`src/rtl/excl_pkg.sv`:
```
package excl_pkg;
   typedef enum logic [1:0] {
      SZ_BYTE = 2'd0,
      SZ_HALF = 2'd1,
      SZ_WORD = 2'd2,
      SZ_RSVD = 2'd3
   } xsize_e;

   function automatic logic size_ok(input logic [1:0] s);
      return s != SZ_RSVD;
   endfunction
endpackage

```
`src/rtl/excl_addr_gen.sv`:
```
module excl_addr_gen
   import excl_pkg::*;
#(
   parameter int ADDR_W = 32,
   parameter int OFFS_W = 8
) (
   input  logic [ADDR_W-1:0] base,
   input  logic [OFFS_W-1:0] imm,
   input  logic [1:0]        size,
   output logic [ADDR_W-1:0] eff
);
   localparam int SCL_W = OFFS_W + 2;

   logic [ADDR_W-1:0] scaled;

   generate
      if (SCL_W == ADDR_W) begin : g_full
         assign scaled = {imm, 2'b00};
      end else begin : g_ext
         assign scaled = {{(ADDR_W-SCL_W){1'b0}}, imm, 2'b00};
      end
   endgenerate

   always_comb begin
      if (size == SZ_WORD) eff = base + scaled;
      else                 eff = base;
   end
endmodule

```
`src/rtl/excl_snoop_cmp.sv`:
```
module excl_snoop_cmp #(
   parameter int ADDR_W  = 32,
   parameter int GRAN_LG = 2
) (
   input  logic [ADDR_W-1:0] a,
   input  logic [ADDR_W-1:0] b,
   output logic              same
);
   generate
      if (GRAN_LG == 0) begin : g_exact
         assign same = (a == b);
      end else begin : g_gran
         assign same = (a[ADDR_W-1:GRAN_LG] == b[ADDR_W-1:GRAN_LG]);
      end
   endgenerate
endmodule

```
`src/rtl/excl_resv.sv`:
```
module excl_resv #(
   parameter int ADDR_W = 32
) (
   input  logic              clk,
   input  logic              rst_n,
   input  logic              clr,
   input  logic              arm,
   input  logic              drop,
   input  logic [ADDR_W-1:0] arm_addr,
   input  logic [1:0]        arm_size,
   output logic              armed,
   output logic [ADDR_W-1:0] res_addr,
   output logic [1:0]        res_size
);
   always_ff @(posedge clk) begin
      if (!rst_n) begin
         armed    <= 1'b0;
         res_addr <= '0;
         res_size <= 2'd0;
      end else if (clr) begin
         armed <= 1'b0;
      end else if (arm) begin
         armed    <= 1'b1;
         res_addr <= arm_addr;
         res_size <= arm_size;
      end else if (drop) begin
         armed <= 1'b0;
      end
   end
endmodule

```
`src/rtl/excl_monitor.sv`:
```
module excl_monitor
   import excl_pkg::*;
#(
   parameter int ADDR_W  = 32,
   parameter int OFFS_W  = 8,
   parameter int GRAN_LG = 2
) (
   input  logic              clk,
   input  logic              rst_n,
   input  logic              req_valid,
   input  logic              req_store,
   input  logic [1:0]        req_size,
   input  logic [ADDR_W-1:0] req_base,
   input  logic [OFFS_W-1:0] req_imm,
   input  logic              excl_clr,
   input  logic              snp_valid,
   input  logic [ADDR_W-1:0] snp_addr,
   output logic [ADDR_W-1:0] eff_addr,
   output logic              mem_rd_en,
   output logic              mem_wr_en,
   output logic              st_valid,
   output logic              st_status,
   output logic              armed
);
   generate
      if (ADDR_W < 8)               begin : g_bad_aw  $error("ADDR_W too small");        end
      if (OFFS_W + 2 > ADDR_W)      begin : g_bad_ow  $error("OFFS_W too wide");         end
      if (GRAN_LG >= ADDR_W)        begin : g_bad_gr  $error("GRAN_LG out of range");    end
   endgenerate

   logic [ADDR_W-1:0] res_addr;
   logic [1:0]        res_size;
   logic              snp_same;
   logic              snp_hit;
   logic              is_load;
   logic              is_store;
   logic              match;

   excl_addr_gen #(.ADDR_W(ADDR_W), .OFFS_W(OFFS_W)) u_agen (
      .base (req_base),
      .imm  (req_imm),
      .size (req_size),
      .eff  (eff_addr)
   );

   excl_snoop_cmp #(.ADDR_W(ADDR_W), .GRAN_LG(GRAN_LG)) u_snp (
      .a    (snp_addr),
      .b    (res_addr),
      .same (snp_same)
   );

   assign is_load  = req_valid && !req_store;
   assign is_store = req_valid &&  req_store;
   assign snp_hit  = snp_valid && armed && snp_same;
   assign match    = armed && size_ok(req_size) &&
                     (eff_addr == res_addr) && (req_size == res_size);

   assign mem_rd_en = is_load;
   assign mem_wr_en = is_store && match && !snp_hit && !excl_clr;
   assign st_valid  = is_store;
   assign st_status = is_store && !mem_wr_en;

   excl_resv #(.ADDR_W(ADDR_W)) u_resv (
      .clk      (clk),
      .rst_n    (rst_n),
      .clr      (excl_clr),
      .arm      (is_load && size_ok(req_size)),
      .drop     (is_store || snp_hit),
      .arm_addr (eff_addr),
      .arm_size (req_size),
      .armed    (armed),
      .res_addr (res_addr),
      .res_size (res_size)
   );
endmodule

```
`config.mk`:
```
export PLATFORM = sky130hd
export DESIGN_NAME = excl_monitor
export DESIGN_NICKNAME = d
export VERILOG_FILES = /design/src/rtl/excl_pkg.sv /design/src/rtl/excl_addr_gen.sv /design/src/rtl/excl_snoop_cmp.sv /design/src/rtl/excl_resv.sv /design/src/rtl/excl_monitor.sv
export SDC_FILE = /design/constraint.sdc
export NUM_CORES = 1
export LEC_CHECK = 0
export CAP_MARGIN = 40
export CORE_ASPECT_RATIO = 1.25
export CORE_MARGIN = 2
export CORE_UTILIZATION = 48
export CTS_CLUSTER_DIAMETER = 100
export DETAILED_ROUTE_END_ITERATION = 8
export PLACE_DENSITY = 0.82
export SETUP_SLACK_MARGIN = 0.1
export SLEW_MARGIN = 15
export SYNTH_ARGS = -nofsm -noshare
export SYNTH_HDL_FRONTEND = slang
export SYNTH_SLANG_ARGS = --single-unit
```
`constraint.sdc`:
```
create_clock -name clk -period 6.3 [get_ports clk]
set_clock_uncertainty 0.2 [all_clocks]
set_input_delay 1.26 -clock clk [delete_from_list [all_inputs] [get_ports clk]]
set_output_delay 1.26 -clock clk [all_outputs]
set_load 0.02 [all_outputs]
```
; Word-level counts from Yosys, hierarchy flattened
; Index checks and enable logic that the tools add are counted.
[totals]
regBits = 35
in_bits = 80
output_inout_bits = 37
word_cells = 34
[classes]
add_sub_neg = 1
n_eq_ne = 5
n_mux = 3
n_bitwise = 2
reduce_logical = 20
[ops]
columns = cell, count
row1 = 32-bit by 10-bit adder with 32-bit output, 1
row2 = 32-bit equality test, 1
row3 = 32-bit two-way mux, 1
row4 = 30-bit equality test, 1
row5 = 1-bit logical AND, 12
row6 = 1-bit zero test, 4
row7 = 2-bit equality test, 1
row8 = "2-bit equality test, second input constant", 1
row9 = 1-bit two-way mux, 2
row10 = "2-bit inequality test, second input constant", 1
row11 = 1-bit inverter, 2
row12 = 2-bit AND reduction, 1
row13 = 2-bit nonzero test, 1
row14 = 2-bit OR reduction, 1
row15 = 1-bit logical OR, 1

; Logic depth before layout (Yosys ltp)
[logic_depth]
depth_word = 10
ltp_mapped = 13
ltp_nobuf = 12

; Hierarchy
; From an unflattened synthesis, not the netlist that was laid out.
[hier_totals]
cells_unflattened = 381
area_unflattened_um2 = 3159.3
[by_module_without_submodules]
columns = mod, instances, cells_each, area_per_inst_um2, seq_area_each_um2
row1 = excl_resv, 1, 153, 1461.4, 700.7
row2 = excl_addr_gen, 1, 132, 929.6, 0.0
row3 = excl_monitor, 1, 56, 437.9, 0.0
row4 = excl_snoop_cmp, 1, 40, 330.3, 0.0

; Least setup slack after synthesis
; OpenSTA, ideal clock, no wires.
[synth_timing]
path_type = input -> output
startpoint = input req_base[2]
endpoint = output mem_wr_en
arrival_time_ps = 4534
t_required_ps = 4840
setup_slack_ps = 306
path_stages = 12
path_cell_list = ha_1 > inv_1 > fa_1 > nor2b_1 > o21ai_0 > and3_1 > o31ai_1 > xor2_1 > or4_1 > nor4_1 > nand3_1 > nor3_1
[synth_via]
elab_chain_len = 8
[synth_rtl]
columns = item, line
row1 = start: declaration, excl_monitor.sv:13  ; input logic [ADDR_W-1:0] req_base,
row2 = 32-bit by 10-bit adder with 32-bit output, excl_addr_gen.sv:25  ; if (size == SZ_WORD) eff = base + scaled;
row3 = 32-bit two-way mux, excl_addr_gen.sv:25
row4 = named net eff_addr[6], excl_monitor.sv:18  ; output logic [ADDR_W-1:0] eff_addr,
row5 = 32-bit equality test, excl_monitor.sv:56  ; (eff_addr == res_addr) && (req_size == res_size);
row6 = 1-bit logical AND, excl_monitor.sv:55  ; assign match = armed && size_ok(req_size) &&
row7 = 1-bit logical AND, excl_monitor.sv:56
row8 = 1-bit logical AND (3 in series), excl_monitor.sv:59  ; assign mem_wr_en = is_store && match && !snp_hit && !excl_clr;
row9 = end: declaration, excl_monitor.sv:20  ; output logic mem_wr_en,
; The timed path passes the listed nets, and every way through them passes these cells.

; Worst setup path after layout
[layout_timing]
startpoint = input req_imm[3]
endpoint = output st_status
[layout_via]
elab_chain_len = 10
[layout_rtl]
columns = item, line
row1 = start: declaration, excl_monitor.sv:14  ; input logic [OFFS_W-1:0] req_imm,
row2 = 32-bit by 10-bit adder with 32-bit output, excl_addr_gen.sv:25
row3 = 32-bit two-way mux, excl_addr_gen.sv:25
row4 = 32-bit equality test, excl_monitor.sv:56
row5 = 1-bit logical AND, excl_monitor.sv:55
row6 = 1-bit logical AND, excl_monitor.sv:56
row7 = 1-bit logical AND (3 in series), excl_monitor.sv:59
row8 = 1-bit zero test, excl_monitor.sv:61  ; assign st_status = is_store && !mem_wr_en;
row9 = 1-bit logical AND, excl_monitor.sv:61
row10 = end: declaration, excl_monitor.sv:22  ; output logic st_status,
; No other way between the ends.

==> impl_metrics.tcl <==
set metrics [dict create \
    crit_top_cell "buf_6" \
    run_status "finished clean" \
    powerDensity_mw_per_mm2 133 \
    dieHeight_um 103 \
    cpMaxStageDelayCell "or4_4" \
    cts_num_sinks 35 \
    globalRouteOverflowTotal 0 \
    path_buf_inv 3 \
    clock_latency_ns 0.30 \
    syn_area_sq_mm 0.00373 \
    routabilityCongestion 0.989 \
    grt_max_degree 42 \
    ant_nets 0 \
    p_leak_nw 2.59 \
    slew_viol_final 0 \
    drv_cap 0 \
    drive_gt1_share_pct 20.7 \
    vias 4665 \
    syn2layout_area_growth_pct 57.3 \
    fin_nets 794 \
    cts_tree "done" \
    ys_seq_area_share_pct 18.8 \
    cp.arrival_ns 4.65 \
    fin_crit_ns 6.11 \
    h-tree-depth 2 \
    cp.required_ns 4.84 \
    critical_path_class "input pin to output pin" \
    grt_first_pass_wirelength_um 23100 \
    ys.flop_type "dfxtp_1" \
    wl_um 15300 \
    clk_pin_slew_ns 0.08 \
    worstPathCellList "clkdlybuf4s50_1, ha_4, o211ai_2, o21ai_4, buf_6, a21oi_1, or3_1, and3b_1, or4_4, nor4_4, nand3_2, o31a_1, buf_6" \
    synth-edff-count 0 \
    tightest_slew_ns 0.697 \
    die_w_um 82.8 \
    rsz0062_at_grt "false" \
    final_cell_mix "clkdlybuf4s50_1 (105), buf_4 (98), nand2_1 (74)" \
    syn_nets 602 \
    num_io_pins 117 \
    drc_errors 0 \
    cp_slowest_stage_delay_ns 0.52 \
    critPathTopFamily "simple AND/OR/NAND/NOR gates" \
    end_kind "output pin" \
    die_area_sq_mm 0.00850 \
    antenna_found_initial 0 \
    hold_path_class "flip-flop to flip-flop" \
    ys_types 71 \
    wl_per_cell_um 19.2 \
    ctsHoldBuffers 0 \
    synthCells 513 \
    fmax_mhz 164 \
    ys_seq_elements 35 \
    dp_hpwl_um 12100 \
    cts_buffers 5 \
    peakVddDrop_mv 0.104 \
    layout_commonest_cell "clkdlybuf4s50_1" \
    grt_pass1_vias 4518 \
    initial_core_util_pct 50.1 \
    hold_violations 0 \
    gr-usage-all-layers_pct 34.7 \
    synth_warnings 0 \
    slew_headroom_pct 53.5 \
    first_pass_iters 5 \
    vias_per_cell 5.85 \
    setup_viol 0 \
    placementRows 35 \
    whs_ns 0.283 \
    crit_path_start_kind "input pin" \
    clock-root-buffer "clkbuf_8" \
    syn_avg_cell_area_sq_um 7.27 \
    cts_max_path_buffers 2 \
    async_reset_ff_share_pct 0 \
    core-area_sq_mm 0.00744 \
    diodes 0 \
    path_max_fanout 4 \
    post-route-period-util_pct 96.9 \
    first_iter_violations 344 \
    io_buffers 114 \
    power_w 0.000780 \
]
## synth_stat cells, types with 3 or more instances
| cell | n | area, sq um |
|---|---|---|
| a21oi_1 | 16 | 80.1 |
| nand3_1 | 13 | 65.1 |
| nor3b_1 | 12 | 90.1 |
| or4_1 | 3 | 22.5 |
| a31oi_1 | 3 | 18.8 |
| o211ai_1 | 6 | 45.0 |
| or3_1 | 4 | 25.0 |
| clkbuf_1 | 14 | 52.6 |
| o211a_1 | 16 | 160 |
| a21o_1 | 4 | 30.0 |
| and3_1 | 5 | 31.3 |
| o31a_1 | 3 | 26.3 |
| o31ai_1 | 3 | 22.5 |
| dfxtp_1 | 35 | 701 |
| nand2b_1 | 4 | 25.0 |
| xnor2_1 | 31 | 272 |
| xor2_1 | 41 | 359 |
| o21ai_0 | 22 | 110 |
| nor4_1 | 8 | 50.1 |
| nand4_1 | 16 | 100 |
| ha_1 | 8 | 100 |
| nor3_1 | 13 | 65.1 |
| buf_1 | 3 | 11.3 |
| o2111ai_1 | 3 | 26.3 |
| inv_1 | 29 | 109 |
| a21boi_0 | 9 | 67.6 |
| nor2_1 | 47 | 176 |
| nand2_1 | 75 | 282 |
| buf_2 | 8 | 40.0 |
| buf_4 | 4 | 30.0 |
| nor2b_1 | 6 | 37.5 |
## tightest hold or removal path, delay by kind of cell (launching register included)
family / cells / cell delay (ns)
AO/OA/AOI/OAI: 1 / 0.06
flip-flops: 1 / 0.32
AND/OR/NAND/NOR: 1 / 0.05
## path summary, 6_finish.rpt
path	from	endpoint	slack, ns	cells past startpoint
min	u_resv.res_addr[0]	u_resv.res_addr[0]	0.28	2
min reg2reg	u_resv.res_addr[0]	u_resv.res_addr[0]	0.28	2
max reg2reg	u_resv.res_addr[26]	u_resv.armed	3.84	6
max	req_imm[3]	st_status	0.19	13
## state kept, by name, summed over array words and instances (netlist names)
signal	cells
u_resv.armed	1
u_resv.res_addr	32
u_resv.res_size	2
## per-layer routing
metal / global-route usage, % / routed length, um / vias to the layer above / share of wire [%]
li1: - / - / 2192 / -
met1: 37.0 / 5660 / 2185 / 37
met2: 66.3 / 7810 / 226 / 51
met3: 5.04 / 960 / 62 / 6.3
met4: 19.2 / 872 / 0 / 5.7
met5: 0 / 0 / - / 0
## power breakdown
part | leakage [nW] | switching (W) | total (W) | internal, W
combinational | 2.26 | 0.000177 | 0.000366 | 0.000189
sequential | 0.285 | 0.0000148 | 0.000245 | 0.000230
clock | 0.0412 | 0.0000917 | 0.000169 | 0.0000774
## what timing repair did
action / CTS / global route
endpoints found under the hold margin: 0 / 0
gates resized for setup: 15 / 30
setup buffers: 6 / 2
pin swaps: 10 / 12
endpoints found under the setup margin: 2 / 2
## kinds of logic after synthesis
logic type                 count (synthesis)  synth area share (%)
and+or+nand+nor                          226                  31.2
xor gates and xnor gates                  73                  17.5
buffers and inverters                     59                  6.81
muxes                                      1                 0.268
AOI/OAI and AO/OA                        110                  22.2
adders and majority gates                  9                  3.22
DFF                                       35                  18.8
## layout make-up
cell class | count | area (sq um)
Clock buffer | 6 | 72.6
Multi-Input combinational cell | 419 | 2920
Tap cell | 92 | 115
Inverter | 29 | 109
Fill cell | 519 | 1580
Clock inverter | 2 | 12.5
Sequential cell | 35 | 701
Timing Repair Buffer | 215 | 1940
## metrics by stage
step | area [sq um] | setup slack (ns) | cells | util, % | TNS, ns
floorplan | 3730 | 0.306 | 513 | - | 0
global placement | 5550 | -0.366 | 781 | 74.5 | -0.720
detailed placement | 5560 | -0.397 | 782 | 74.7 | -0.781
CTS | 5710 | 0.113 | 796 | 76.7 | 0
global route | 5870 | 0.0713 | 798 | 78.8 | 0
finish | 5870 | 0.193 | 798 | 78.8 | 0
Note: power is estimated with default switching activity, not from simulation.
